==> config.mk <==
export PLATFORM = sky130hd
export DESIGN_NAME = tcr_compactor
export DESIGN_NICKNAME = d
export VERILOG_FILES = /design/src/rtl/tcr_pkg.sv /design/src/rtl/tcr_region_probe.sv /design/src/rtl/tcr_first_hit.sv /design/src/rtl/tcr_recency_list.sv /design/src/rtl/tcr_compactor.sv
export SDC_FILE = /design/constraint.sdc
export NUM_CORES = 1
export LEC_CHECK = 0
export ABC_AREA = 1
export BUFFER_PORTS_ARGS = -buffer_cell sky130_fd_sc_hd__buf_2
export CORE_UTILIZATION = 35
export CTS_CLUSTER_DIAMETER = 80
export DETAILED_ROUTE_END_ITERATION = 10
export PLACE_DENSITY = 0.57
export SLEW_MARGIN = 0
export SYNTH_ARGS = -nofsm -noshare
export SYNTH_HDL_FRONTEND = slang
export SYNTH_SLANG_ARGS = --single-unit
export TNS_END_PERCENT = 30
==> constraint.sdc <==
create_clock -name clk -period 2.6 [get_ports clk]
set_input_delay 0.13 -clock clk [delete_from_list [all_inputs] [get_ports clk]]
set_output_delay 0.13 -clock clk [all_outputs]
set_load 0.05 [all_outputs]
==> src/rtl/tcr_pkg.sv <==
package tcr_pkg;

   // Classification of one retired address against the compactor state
   typedef enum logic [2:0] {
      EV_IDLE  = 3'd0,
      EV_FIRST = 3'd1,
      EV_LOCAL = 3'd2,
      EV_SWAP  = 3'd3,
      EV_MISS  = 3'd4
   } tcr_event_t;

   function automatic int unsigned tcr_idx_width(input int unsigned n);
      return (n > 1) ? $clog2(n) : 1;
   endfunction

endpackage

==> src/rtl/tcr_region_probe.sv <==
// Membership test of one block against one region; optional footprint bits.
module tcr_region_probe #(
   parameter int unsigned BLK_W  = 12,
   parameter int unsigned PREC_N = 3,
   parameter int unsigned SUCC_N = 5,
   parameter bit          TRACK  = 1'b1
) (
   input  logic              valid,
   input  logic [BLK_W-1:0]  trig,
   input  logic [BLK_W-1:0]  blk,
   output logic              hit,
   output logic [PREC_N-1:0] prev_set,
   output logic [SUCC_N-1:0] succ_set
);
   localparam logic [BLK_W-1:0] PREC_L = BLK_W'(PREC_N);
   localparam logic [BLK_W-1:0] SUCC_L = BLK_W'(SUCC_N);

   logic             above, below, same;
   logic [BLK_W-1:0] dist_up, dist_dn;
   logic             in_up, in_dn;

   always_comb begin
      above   = blk > trig;
      below   = blk < trig;
      same    = blk == trig;
      dist_up = blk - trig;
      dist_dn = trig - blk;
      in_up   = above && (dist_up <= SUCC_L);
      in_dn   = below && (dist_dn <= PREC_L);
      hit     = valid && (same || in_up || in_dn);
   end

   if (TRACK) begin : g_track
      for (genvar i = 0; i < int'(PREC_N); i++) begin : g_prev
         assign prev_set[i] = valid && in_dn && (dist_dn == BLK_W'(i + 1));
      end
      for (genvar j = 0; j < int'(SUCC_N); j++) begin : g_succ
         assign succ_set[j] = valid && in_up && (dist_up == BLK_W'(j + 1));
      end
   end else begin : g_no_track
      assign prev_set = '0;
      assign succ_set = '0;
   end

endmodule

==> src/rtl/tcr_first_hit.sv <==
// Lowest-index request wins (index 0 is the most recent list entry).
module tcr_first_hit #(
   parameter int unsigned N     = 4,
   parameter int unsigned IDX_W = 2
) (
   input  logic             req [N],
   output logic             found,
   output logic [IDX_W-1:0] idx
);
   always_comb begin
      found = 1'b0;
      idx   = '0;
      for (int i = int'(N) - 1; i >= 0; i--) begin
         if (req[i]) begin
            found = 1'b1;
            idx   = IDX_W'(i);
         end
      end
   end
endmodule

==> src/rtl/tcr_recency_list.sv <==
// Shift-register list ordered by recency; entry 0 is the most recent.
// A shift moves entries 0..sel-1 down by one and loads entry 0,
// so entry sel is overwritten (taken out on a swap, dropped on a miss).
module tcr_recency_list #(
   parameter int unsigned BLK_W  = 12,
   parameter int unsigned PREC_N = 3,
   parameter int unsigned SUCC_N = 5,
   parameter int unsigned DEPTH  = 4,
   parameter int unsigned IDX_W  = 2
) (
   input  logic              clk,
   input  logic              rst_n,
   input  logic              shift_en,
   input  logic [IDX_W-1:0]  sel,
   input  logic [BLK_W-1:0]  in_trig,
   input  logic [PREC_N-1:0] in_prev,
   input  logic [SUCC_N-1:0] in_succ,
   output logic              ent_valid [DEPTH],
   output logic [BLK_W-1:0]  ent_trig  [DEPTH],
   output logic [PREC_N-1:0] ent_prev  [DEPTH],
   output logic [SUCC_N-1:0] ent_succ  [DEPTH]
);
   for (genvar i = 0; i < int'(DEPTH); i++) begin : g_ent
      if (i == 0) begin : g_head
         always_ff @(posedge clk or negedge rst_n) begin
            if (!rst_n) begin
               ent_valid[i] <= 1'b0;
               ent_trig[i]  <= '0;
               ent_prev[i]  <= '0;
               ent_succ[i]  <= '0;
            end else if (shift_en) begin
               ent_valid[i] <= 1'b1;
               ent_trig[i]  <= in_trig;
               ent_prev[i]  <= in_prev;
               ent_succ[i]  <= in_succ;
            end
         end
      end else begin : g_body
         logic move;
         assign move = shift_en && (IDX_W'(i) <= sel);
         always_ff @(posedge clk or negedge rst_n) begin
            if (!rst_n) begin
               ent_valid[i] <= 1'b0;
               ent_trig[i]  <= '0;
               ent_prev[i]  <= '0;
               ent_succ[i]  <= '0;
            end else if (move) begin
               ent_valid[i] <= ent_valid[i-1];
               ent_trig[i]  <= ent_trig[i-1];
               ent_prev[i]  <= ent_prev[i-1];
               ent_succ[i]  <= ent_succ[i-1];
            end
         end
      end
   end
endmodule

==> src/rtl/tcr_compactor.sv <==
module tcr_compactor #(
   parameter int unsigned ADDR_W  = 16,
   parameter int unsigned LOG_BLK = 4,
   parameter int unsigned PREC_N  = 3,
   parameter int unsigned SUCC_N  = 5,
   parameter int unsigned DEPTH   = 4
) (
   input  logic                      clk,
   input  logic                      rst_n,
   input  logic                      ret_valid,
   input  logic [ADDR_W-1:0]         ret_addr,
   output logic                      act_valid,
   output logic [ADDR_W-LOG_BLK-1:0] act_trigger,
   output logic [PREC_N-1:0]         act_prev,
   output logic [SUCC_N-1:0]         act_succ,
   output logic                      hist_we,
   output logic [ADDR_W-LOG_BLK-1:0] hist_trigger,
   output logic [PREC_N-1:0]         hist_prev,
   output logic [SUCC_N-1:0]         hist_succ
);
   import tcr_pkg::*;

   localparam int unsigned BLK_W = ADDR_W - LOG_BLK;
   localparam int unsigned IDX_W = tcr_idx_width(DEPTH);
   localparam logic [IDX_W-1:0] LAST_IDX = IDX_W'(DEPTH - 1);

   // Elaboration-time parameter checks
   if (LOG_BLK >= ADDR_W) begin : g_bad_blk
      $error("tcr_compactor: LOG_BLK must be below ADDR_W");
   end
   if (PREC_N < 1 || SUCC_N < 1) begin : g_bad_vec
      $error("tcr_compactor: footprint vectors need at least one bit");
   end
   if (DEPTH < 1) begin : g_bad_depth
      $error("tcr_compactor: list needs at least one entry");
   end
   if (BLK_W < 2 || (1 << BLK_W) <= (PREC_N + SUCC_N)) begin : g_bad_span
      $error("tcr_compactor: block number too narrow for region span");
   end

   logic [BLK_W-1:0] cur_blk;
   assign cur_blk = ret_addr[ADDR_W-1:LOG_BLK];

   // Active region state
   logic              a_valid_q;
   logic [BLK_W-1:0]  a_trig_q;
   logic [PREC_N-1:0] a_prev_q;
   logic [SUCC_N-1:0] a_succ_q;

   // Probe of the active region, with footprint tracking
   logic              a_hit;
   logic [PREC_N-1:0] a_prev_set;
   logic [SUCC_N-1:0] a_succ_set;

   tcr_region_probe #(
      .BLK_W(BLK_W), .PREC_N(PREC_N), .SUCC_N(SUCC_N), .TRACK(1'b1)
   ) u_act_probe (
      .valid    (a_valid_q),
      .trig     (a_trig_q),
      .blk      (cur_blk),
      .hit      (a_hit),
      .prev_set (a_prev_set),
      .succ_set (a_succ_set)
   );

   // Recency list
   logic              lst_shift;
   logic [IDX_W-1:0]  lst_sel;
   logic              e_valid [DEPTH];
   logic [BLK_W-1:0]  e_trig  [DEPTH];
   logic [PREC_N-1:0] e_prev  [DEPTH];
   logic [SUCC_N-1:0] e_succ  [DEPTH];

   tcr_recency_list #(
      .BLK_W(BLK_W), .PREC_N(PREC_N), .SUCC_N(SUCC_N),
      .DEPTH(DEPTH), .IDX_W(IDX_W)
   ) u_list (
      .clk       (clk),
      .rst_n     (rst_n),
      .shift_en  (lst_shift),
      .sel       (lst_sel),
      .in_trig   (a_trig_q),
      .in_prev   (a_prev_q),
      .in_succ   (a_succ_q),
      .ent_valid (e_valid),
      .ent_trig  (e_trig),
      .ent_prev  (e_prev),
      .ent_succ  (e_succ)
   );

   // Membership of each list entry; entries are never updated by a probe
   logic e_hit [DEPTH];

   for (genvar i = 0; i < int'(DEPTH); i++) begin : g_lprobe
      logic [PREC_N-1:0] unused_prev;
      logic [SUCC_N-1:0] unused_succ;
      tcr_region_probe #(
         .BLK_W(BLK_W), .PREC_N(PREC_N), .SUCC_N(SUCC_N), .TRACK(1'b0)
      ) u_probe (
         .valid    (e_valid[i]),
         .trig     (e_trig[i]),
         .blk      (cur_blk),
         .hit      (e_hit[i]),
         .prev_set (unused_prev),
         .succ_set (unused_succ)
      );
   end

   logic             l_found;
   logic [IDX_W-1:0] l_idx;

   tcr_first_hit #(.N(DEPTH), .IDX_W(IDX_W)) u_first (
      .req   (e_hit),
      .found (l_found),
      .idx   (l_idx)
   );

   // Event classification
   tcr_event_t ev;

   always_comb begin
      if (!ret_valid)      ev = EV_IDLE;
      else if (!a_valid_q) ev = EV_FIRST;
      else if (a_hit)      ev = EV_LOCAL;
      else if (l_found)    ev = EV_SWAP;
      else                 ev = EV_MISS;
   end

   assign lst_shift = (ev == EV_SWAP) || (ev == EV_MISS);
   assign lst_sel   = (ev == EV_SWAP) ? l_idx : LAST_IDX;

   // Next active region
   logic [BLK_W-1:0]  n_trig;
   logic [PREC_N-1:0] n_prev;
   logic [SUCC_N-1:0] n_succ;

   always_comb begin
      n_trig = a_trig_q;
      n_prev = a_prev_q;
      n_succ = a_succ_q;
      unique case (ev)
         EV_FIRST, EV_MISS: begin
            n_trig = cur_blk;
            n_prev = '0;
            n_succ = '0;
         end
         EV_LOCAL: begin
            n_prev = a_prev_q | a_prev_set;
            n_succ = a_succ_q | a_succ_set;
         end
         EV_SWAP: begin
            n_trig = e_trig[l_idx];
            n_prev = e_prev[l_idx];
            n_succ = e_succ[l_idx];
         end
         default: ;
      endcase
   end

   always_ff @(posedge clk or negedge rst_n) begin
      if (!rst_n) begin
         a_valid_q <= 1'b0;
         a_trig_q  <= '0;
         a_prev_q  <= '0;
         a_succ_q  <= '0;
      end else if (ev != EV_IDLE) begin
         a_valid_q <= 1'b1;
         a_trig_q  <= n_trig;
         a_prev_q  <= n_prev;
         a_succ_q  <= n_succ;
      end
   end

   // History write port: one strobe per region that missed everywhere
   always_ff @(posedge clk or negedge rst_n) begin
      if (!rst_n) begin
         hist_we      <= 1'b0;
         hist_trigger <= '0;
         hist_prev    <= '0;
         hist_succ    <= '0;
      end else begin
         hist_we <= (ev == EV_MISS);
         if (ev == EV_MISS) begin
            hist_trigger <= a_trig_q;
            hist_prev    <= a_prev_q;
            hist_succ    <= a_succ_q;
         end
      end
   end

   assign act_valid   = a_valid_q;
   assign act_trigger = a_trig_q;
   assign act_prev    = a_prev_q;
   assign act_succ    = a_succ_q;

endmodule

==> summary.txt <==
syn_nets: 2178
vias in the first global route: 14200
Setup-failing EPs final: 125
synth top area cells: dfrtp_1 (25%), nand2_1 (20%), ha_1 (11%), inv_1 (9.9%), nand3_1 (8.3%)
Max-slew headroom: 0.516
WL/cell: 17.4 um
max incr delay on CP: 0.44 ns
Antenna Nets Post-Route: 0
EDFF count, synth: 0
DR iter-0 viols: 1123
Skew-Pair Late Insertion Delay: 0.43 ns
most common cell in the synthesized netlist: nand2_1
H-tree Lvls: 4
Final Net Count: 2568
Max Cap Viol: 0
RSZ-0062 raised after global routing: true
Crit Path Class: register to register
RR Startpoint: u_list.ent_trig[12]
GP Congestion: 0.964
CTS Buf Count: 17
vias post-DR: 14700
static leakage: 10.0 nW
fill count: 3502
critical path fanouts, max: 7
Core Area: 35700 um^2
setup ws final: -0.469 ns
status: finished, violations left
first-pass iteration count of the detailed router: 6
Multi-input gate area: 9040 um^2
worst reg2reg path depth: 23
# IOs: 61
r2r setup slk: -0.47 ns
Top FF cell, synth: dfrtp_1
synth unique cells: 44
asr flop ratio synth: 1.00
Synth area leader: dfrtp_1
sequential area share after synthesis: 0.248
Starting Density: 0.357
CP endpoint kind: register
fin crit share: 1.18
Sink Count: 126
hpwl dp: 38000 um
critical path data arrival time: 3.42 ns
VDD IR max: 0.512 mV
Final TNS setup: -45.25 ns
initial antenna violation count: 0
Worst Setup Start Kind: register
full die area: 37100 um^2
worst hold stages: 4
Longest Clk Path Bufs: 2
number of synthesized register bits: 126
CTS root buf: clkbuf_16
Final Hold Fails: 0
DIE HEIGHT: 193 um
Inst Count DP: 2813
mapped cell area: 12700 um^2
Crit Reg-Reg Endpoint: u_list.ent_trig[10]
skew final: 0.0121 ns
ratio of cells with drive above 1 in the final layout: 0.316
Slowest-stage cell, CP: fa_2
Synth top area share: 0.248
Die W: 193 um
first-pass GRT wire length: 77100 um
worst min path class: input port to register
failing checks: negative setup slack
CP required: 2.95 ns
synth cell count leaders: nand2_1 (678), inv_1 (337), nand3_1 (210)
DRC: 0
Worst-Margin Slew: 0.726 ns
Worst-path clk slew: 0.07 ns
total grt overflow: 0
CTS tree: yes
max-slew violation count: 0
Cells after Synth: 2034
syn avg cell area: 6.26 um^2
Min Clock Period, post-route: 3.07 ns
pin count of the biggest net entering global routing: 69
Inserted Diodes: 0
max frequency: 0.326 GHz
Tot GR Track Use: 0.271
row count: 69
Ys Warns: 0
Hold Path End: act_prev[2]
Total Wirelength: 50300 um
source of the critical timing path: u_list.ent_trig[12]
Reg area: 3170 um^2
most frequent CP cell: nand2_4
worst path cell trace: inv_2, ha_4, inv_2, fa_2, nand2_2, nand2_4, nand2_2, nand3_1, nand2_1, o21ai_1, nor2_2, nand3_2, nand3_4, nand2_4, nand2_4, nand2_8, nand2_8, buf_6, nand2_4, nand2_8, clkbuf_16, nand2_2, o21ai_2
IO Port Bufs: 56
Layout Cells excl Fill: 2898
min-delay src: ret_valid
pwr/cell area: 553 nW/um^2
vias per inst: 5.06
P&R area growth vs syn: 45.8%
## layer usage
metal,global-route usage,routed length (um)
met5,0,0
met4,0.0909,1410
met3,0.0347,2620
met2,0.441,22900
met1,0.367,23400
## cell families after synthesis
group | Yosys count | share of synthesized area
AND/OR/NAND/NOR | 1088 | 0.360
XOR/XNOR | 23 | 0.0158
AO/OA/AOI/OAI | 268 | 0.121
buffers and inverters | 404 | 0.127
flip-flops | 126 | 0.248
adder cells (fa/ha/maj) | 125 | 0.129
## area by class of cell
class	count	area share
Timing Repair Buffer	433	0.211
Clock inverter	13	0.00701
Clock buffer	19	0.0239
Multi-Input combinational cell	1504	0.487
Inverter	342	0.0698
Tap cell	461	0.0311
Sequential cell	126	0.171
## flip-flops by register name, indices dropped and copies added (netlist names)
name	flops
u_list.ent_prev	12
act_valid	1
hist_trigger	12
u_list.ent_valid	4
hist_succ	5
act_prev	3
hist_we	1
u_list.ent_trig	48
act_succ	5
hist_prev	3
act_trigger	12
u_list.ent_succ	20
## metrics by stage
stage          hold slack, ns  instance area, um^2   util  worst slack (ns)  power [mW]
2_1_floorplan          -0.166                12800      -            -0.192        5.21
3_5_place_dp            0.201                16000  0.450            -0.798        7.31
6_report                0.199                18600  0.521            -0.469        10.3
3_3_place_gp            0.203                16000  0.450            -0.783        7.27
5_1_grt                 0.232                18600  0.521            -0.635        11.0
4_1_cts                 0.206                17600  0.495            -0.388        9.91
## power by group
part / leakage (nW) / total, mW / internal [mW] / switching [mW]
Sequential: 1.57 / 2.37 / 2.18 / 0.189
Clock: 0.273 / 2.36 / 1.36 / 1.00
Combinational: 8.17 / 5.54 / 2.31 / 3.23
Total: 10.0 / 10.3 / 5.85 / 4.43
## how the worst max path moves through the flow
stage,to,slack [ns],depth (start not counted)
6_report,u_list.ent_trig[10],-0.47,23
5_1_grt,act_trigger[8],-0.64,24
4_1_cts,act_trigger[11],-0.39,21
3_5_place_dp,u_list.ent_trig[1],-0.80,24
3_3_place_gp,act_trigger[8],-0.78,21
2_1_floorplan,act_trigger[1],-0.19,20
## critical path: cells and delay by family, from the launching register on
kind	cells	cell delay (ns)
flip-flops	1	0.42
buffers and inverters	4	0.43
adder cells (fa/ha/maj)	2	0.57
AO/OA/AOI/OAI	2	0.11
AND/OR/NAND/NOR	15	1.45
## placed cells by master, fill, tap and decap left out, types with 27 or more instances in the layout
master   Yosys  final
ha_1       115     86
nand4_1     41     41
o21ai_0     84     39
o21ai_2     19     52
dfrtp_1    126    114
buf_4        4    307
nor2_1     129    107
nand2_1    678    594
nand3_1    210    183
nand3_2      1     27
inv_1      337    320
buf_12       0     29
a21oi_1     82     63
o21ai_1     22     34
buf_2       36     55
nand2_2      5     69
## what timing repair did
item | CTS | global route
hold buffers | 1 | 0
cloned | 11 | 9
resized for setup | 177 | 192
hold endpoints to repair | 66 | 0
pin swaps | 23 | 48
setup buffers | 19 | 13
setup endpoints to repair | 125 | 125
(Power assumes the default switching activity.)
